## config.mk

```make
export PLATFORM = sky130hd
export DESIGN_NAME = mvec_seq
export DESIGN_NICKNAME = d
export VERILOG_FILES = /design/src/rtl/mvec_seq.sv
export SDC_FILE = /design/constraint.sdc
export NUM_CORES = 2
export LEC_CHECK = 0
export CAP_MARGIN = 20
export CORE_AREA = 2 2 430 432
export DETAILED_ROUTE_END_ITERATION = 16
export DIE_AREA = 0 0 432 434
export PLACE_DENSITY = 0.49
export RECOVER_POWER = 25
export SLEW_MARGIN = 0
export SYNTH_ARGS = -nofsm -noshare
export SYNTH_HDL_FRONTEND = slang
export SYNTH_SLANG_ARGS = --single-unit
```

## constraint.sdc

```tcl
create_clock -name clk -period 6.9 [get_ports clk]
set_input_delay 2.07 -clock clk [delete_from_list [all_inputs] [get_ports clk]]
set_output_delay 2.07 -clock clk [all_outputs]
set_load 0.01 [all_outputs]
```

## src/rtl/mvec_seq.sv

```systemverilog
module mvec_seq #(
  parameter int AW       = 64,
  parameter int VW       = 256,
  parameter int CANON_LO = 47
) (
  input  logic          clk,
  input  logic          rst_n,
  input  logic          start,
  input  logic          is_store,
  input  logic          wide_elem,
  input  logic          full_len,
  input  logic [AW-1:0] base_addr,
  input  logic [VW-1:0] elem_mask,
  input  logic [VW-1:0] store_data,
  input  logic [AW-1:0] addr_mask,
  input  logic          addr64_mode,
  output logic          req_valid,
  output logic [AW-1:0] req_addr,
  output logic          req_we,
  output logic          req_probe,
  output logic          req_wide,
  output logic [63:0]   req_wdata,
  input  logic          rsp_err,
  input  logic [63:0]   rsp_rdata,
  output logic [VW-1:0] ld_result,
  output logic          done,
  output logic          fault
);
  localparam int NL = VW / 32;
  localparam int IW = $clog2(NL);

  typedef enum logic [2:0] {S_IDLE, S_CHECK, S_PROBE, S_ACCESS, S_DONE} st_t;
  st_t st;

  logic          op_st, op_wide, op_full, op_lm, fault_q;
  logic [AW-1:0] base_q, amask_q;
  logic [VW-1:0] sdata_q, res_q, sd_sh;
  logic [NL-1:0] en_c, en_q, pend, bad, cur_oh, rest;
  logic [AW-1:0] lane_addr [NL];
  logic [IW-1:0] hi_idx, lo_idx, cur_idx;

  for (genvar n = 0; n < NL; n++) begin : g_lane
    logic dw_en, qw_en;
    assign dw_en = elem_mask[32*n+31] && (full_len || n < NL/2);
    if (n < NL/2) begin : g_q
      assign qw_en = elem_mask[64*n+63] && (full_len || n < NL/4);
    end else begin : g_nq
      assign qw_en = 1'b0;
    end
    assign en_c[n]      = wide_elem ? qw_en : dw_en;
    assign lane_addr[n] = (base_q + (op_wide ? AW'(n*8) : AW'(n*4))) & amask_q;
    assign bad[n]       = en_q[n] && !((&lane_addr[n][AW-1:CANON_LO]) || !(|lane_addr[n][AW-1:CANON_LO]));
  end

  always_comb begin
    hi_idx = '0;
    lo_idx = '0;
    for (int n = 0; n < NL; n++) if (pend[n]) hi_idx = IW'(n);
    for (int n = NL-1; n >= 0; n--) if (pend[n]) lo_idx = IW'(n);
  end

  assign cur_idx   = (op_st && st == S_ACCESS) ? lo_idx : hi_idx;
  assign cur_oh    = NL'(1) << cur_idx;
  assign rest      = pend & ~cur_oh;
  assign sd_sh     = op_wide ? (sdata_q >> (64*cur_idx)) : (sdata_q >> (32*cur_idx));

  assign req_valid = (st == S_PROBE) || (st == S_ACCESS);
  assign req_probe = (st == S_PROBE);
  assign req_we    = (st == S_ACCESS) && op_st;
  assign req_wide  = op_wide;
  assign req_addr  = lane_addr[cur_idx];
  assign req_wdata = op_wide ? sd_sh[63:0] : {32'b0, sd_sh[31:0]};
  assign done      = (st == S_DONE);
  assign fault     = fault_q;
  assign ld_result = res_q;

  always_ff @(posedge clk or negedge rst_n) begin
    if (!rst_n) begin
      st <= S_IDLE;
      {op_st, op_wide, op_full, op_lm, fault_q} <= '0;
      base_q <= '0; amask_q <= '0; sdata_q <= '0; res_q <= '0;
      en_q <= '0; pend <= '0;
    end else begin
      case (st)
        S_IDLE: if (start) begin
          op_st <= is_store; op_wide <= wide_elem; op_full <= full_len; op_lm <= addr64_mode;
          base_q <= base_addr; amask_q <= addr_mask; sdata_q <= store_data;
          en_q <= en_c; res_q <= '0; fault_q <= 1'b0;
          st <= S_CHECK;
        end
        S_CHECK: begin
          if (op_lm && |bad) begin
            fault_q <= 1'b1; st <= S_DONE;
          end else if (en_q == '0) begin
            st <= S_DONE;
          end else begin
            pend <= en_q;
            st   <= op_st ? S_PROBE : S_ACCESS;
          end
        end
        S_PROBE: begin
          if (rsp_err) begin
            fault_q <= 1'b1; st <= S_DONE;
          end else if (rest == '0) begin
            pend <= en_q; st <= S_ACCESS;
          end else begin
            pend <= rest;
          end
        end
        S_ACCESS: begin
          if (!op_st && rsp_err) begin
            fault_q <= 1'b1; st <= S_DONE;
          end else begin
            if (!op_st)
              res_q <= res_q | (op_wide ? (VW'(rsp_rdata) << (64*cur_idx))
                                        : (VW'(rsp_rdata[31:0]) << (32*cur_idx)));
            pend <= rest;
            if (rest == '0) st <= S_DONE;
          end
        end
        default: st <= S_IDLE;
      endcase
    end
  end

  p_load_desc_r4: assert property (@(posedge clk) disable iff (!rst_n)
    (req_valid && !req_we && !req_probe && $past(req_valid && !req_we && !req_probe))
      |-> cur_idx < $past(cur_idx));
  p_probe_desc_r5: assert property (@(posedge clk) disable iff (!rst_n)
    (req_probe && $past(req_probe)) |-> cur_idx < $past(cur_idx));
  p_write_asc_r5: assert property (@(posedge clk) disable iff (!rst_n)
    (req_we && $past(req_we)) |-> cur_idx > $past(cur_idx));
  p_write_after_probe_r5: assert property (@(posedge clk) disable iff (!rst_n)
    $rose(req_we) |-> $past(req_probe));
  p_fault_quiet_r7: assert property (@(posedge clk) disable iff (!rst_n)
    fault |-> !req_valid);
  p_done_pulse_r8: assert property (@(posedge clk) disable iff (!rst_n)
    done |=> !done);
  p_half_zero_r6: assert property (@(posedge clk) disable iff (!rst_n)
    (done && !op_st && !op_full) |-> ld_result[VW-1:VW/2] == '0);
endmodule

```

==> flow_summary.json <==
{
  "status": "finished, violations left",
  "failed_checks": "capacitance limit, slew limit",
  "synth-edff-count": 0,
  "peakVddDrop_v": 0.000369,
  "syn_inst": 5101,
  "numCtsBuffers": 83,
  "crit_required_ns": 4.83,
  "clock_skew_ns": 0.0452,
  "final_common_cell": "nand2_1",
  "synth_seq_cells": 663,
  "drc": 0,
  "grt_max_degree": 150,
  "finalWirelength_um": 234000,
  "fp-row-count": 157,
  "fin_crit_sh_pct": 98.6,
  "reg2reg_depth": 12,
  "critPathArrivalTime_ns": 4.73,
  "dp_hpwl_um": 174000,
  "drt-pass1-iter-count": 6,
  "critPathKind": "flop to output port",
  "endpoint_kind": "output port",
  "yosys.cell_types.count": 79,
  "cp_cell_sequence": "nand4_1, buf_4, nor4_4, nand4_1, o21a_1, o21ai_0, nor2_1, o21ai_0, a31oi_1, buf_4",
  "fin_crit_ns": 6.80,
  "die_w_um": 432,
  "worstMarginPinSlew_ns": 4.56,
  "netlist_area_sq_um": 38900,
  "cts_root_buffer": "clkbuf_16",
  "vias": 42900,
  "num_io_pins": 1102,
  "synth_flop_cell": "dfrtp_1",
  "ys_warn_count": 0,
  "setup_viol": 0,
  "power_density_nw_per_um2": 548,
  "leakagePower_nw": 23.1,
  "cp.depth": 10,
  "slew-limit-headroom_pct": -204,
  "die_y_um": 434,
  "rsz0062_at_grt": "no",
  "port_buffers": 853,
  "postSynth.asyncResetShare_pct": 100,
  "postSynthAreaPerCell_sq_um": 7.63,
  "final_antenna_net_count": 0,
  "clk_latency_ns": 0.74,
  "core_sq_um": 182000,
  "hold_path.class": "flop to flop",
  "clk_pin_slew_ns": 0.06,
  "grt_pass1_vias": 41500,
  "clock_sinks": 663,
  "grt_pass1_wl_um": 324000,
  "total_power_mw": 30.0,
  "start_kind": "flop",
  "yosysSeqAreaShare_pct": 42.6,
  "cp_max_fo": 10,
  "grt_overflow_total": 0,
  "finalMaxSlewViolations": 71,
  "tritoncts": "done",
  "avgRoutedWirePerCell_um": 28.1,
  "cp_top_family": "simple AND/OR/NAND/NOR gates",
  "cts_hold_buf": 0,
  "die_area_sq_um": 187000,
  "grt_antenna_before_repair": 50,
  "most-common-layout-cells": "1581 x nand2_1, 839 x clkdlybuf4s50_1, 651 x dfrtp_1",
  "viasPerCell": 5.16,
  "clockBufferDepth": 3,
  "nNetsFinal": 6588,
  "cap_violations": 1,
  "crit_slowest_cell": "nor4_4",
  "hold_depth": 2,
  "finalWorstSetupSlack_ns": 0.0988,
  "fmax_mhz": 147,
  "layout-area-overhead-vs-synth_pct": 40.4,
  "drt_iter0_markers": 3893,
  "synth_nets": 5824,
  "drive_above_1_share_pct": 9.96,
  "clock_tree.htree_level_count": 3,
  "initial_core_util_pct": 21.3,
  "final-hold-violation-count": 0,
  "slowest_delay_ns": 0.87,
  "worst-path-buf-inv": 2,
  "place.gp.congestion": 0.981,
  "track_usage_pct": 24.0,
  "post-place-ws_ns": 0.191
}
==> per-stage QoR <==
stage                     utilization (%)  TNS (ns)  cells  hold WS (ns)  cell area (sq um)
after floorplan                         -         0   5101         0.437              38900
after global placement               27.9         0   8127         0.452              50900
after detailed placement             27.9         0   8129         0.454              50900
after CTS                            29.7   -0.0862   8289         0.469              54200
after global routing                 29.9         0   8314         0.487              54600
final                                29.9         0   8324         0.463              54600
==> worst register-to-register path: stages (launching register included) <==
cell and delay (ns):
dfrtp_1 0.61, nand4_4 0.19, or4_1 0.72, or4_4 0.69, o31a_1 0.32, o21ai_1 0.41, nor4bb_1 0.69, nand4_1 0.16
o311ai_0 0.21, and4_1 0.30, o2bb2ai_2 0.20, a22o_1 0.23, mux2_1 0.32
==> Yosys cell counts (all sizes together) (26+ instances only) <==
cell type  number  area, sq um
xor2           34          298
inv            32          120
o21ai         167          840
nor4          106          669
nor2          447         1680
mux2i          83          831
or3            37          231
and4           40          350
nand2b         26          163
a21oi         492         2470
and2           54          338
o211ai         59          443
xnor2          27          236
nand4         105          672
a22o           97          850
nor3           94          470
a221oi         40          350
o22ai          30          188
dfrtp         663        16600
clkbuf        378         1420
nand3         110          551
nand2        1586         5950
buf            62          289
==> worst paths after layout <==
kind	startpoint	to	slack [ns]
min	base_q[0]$_DFFE_PN0P_	base_q[0]$_DFFE_PN0P_	0.46
max in group asynchronous	rst_n	sdata_q[67]$_DFFE_PN0P_	0.76
min reg2reg	base_q[0]$_DFFE_PN0P_	base_q[0]$_DFFE_PN0P_	0.46
max	base_q[11]$_DFFE_PN0P_	req_addr[57]	0.1
min in group asynchronous	rst_n	sdata_q[86]$_DFFE_PN0P_	3.12
max reg2reg	base_q[16]$_DFFE_PN0P_	pend[4]$_DFFE_PN0P_	1.71
==> routing by layer <==
metal | GRT usage [%] | part of all wire, %
met4 | 8.00 | 3.6
met5 | 0 | 0.082
met2 | 39.0 | 46
met1 | 31.3 | 42
met3 | 5.40 | 8.0
==> cell type report <==
cell class	count	area [sq um]
Clock inverter	26	363
Fill cell	19700	128000
Timing Repair Buffer	1118	10800
Sequential cell	663	16600
Clock buffer	115	2390
Antenna cell	18	45.0
Multi-Input combinational cell	3967	21300
Tap cell	2385	2980
Inverter	32	125
==> state kept, by name, summed over array words and instances (netlist names) <==
register / flops
en_q: 8
ld_result: 256
base_q: 64
fault: 1
req_wide: 1
op_st: 1
sdata_q: 256
op_lm: 1
st: 3
amask_q: 64
pend: 8
==> logic make-up (layout without fill, tap and decap cells) <==
| logic type | count (synthesis) | in the layout | synth area share, % |
|---|---|---|---|
| flops | 663 | 663 | 42.6 |
| simple gates | 2686 | 2686 | 29.9 |
| other cells | 0 | 18 | 0 |
| buf+inv | 472 | 1291 | 4.70 |
| fa+ha+maj | 11 | 11 | 0.412 |
| compound gates | 1097 | 1098 | 17.7 |
| mux | 111 | 111 | 3.24 |
| xor+xnor | 61 | 61 | 1.37 |
==> repair_timing <==
item / CTS / global route
pin swaps: 9 / 12
gates resized for setup: 95 / 65
endpoints found under the setup margin: 84 / 33
cloned: 1 / 1
buffers inserted: 18 / 15
==> report_power, final <==
| part | total (mW) | internal (mW) | leakage, nW | switching (mW) |
|---|---|---|---|---|
| Combinational | 18.2 | 6.64 | 13.2 | 11.6 |
| Sequential | 7.26 | 5.56 | 8.58 | 1.70 |
| Clock | 4.48 | 2.55 | 1.34 | 1.93 |
| Total | 30.0 | 14.7 | 23.1 | 15.2 |
No activity file was read; power rests on OpenSTA's default activity.
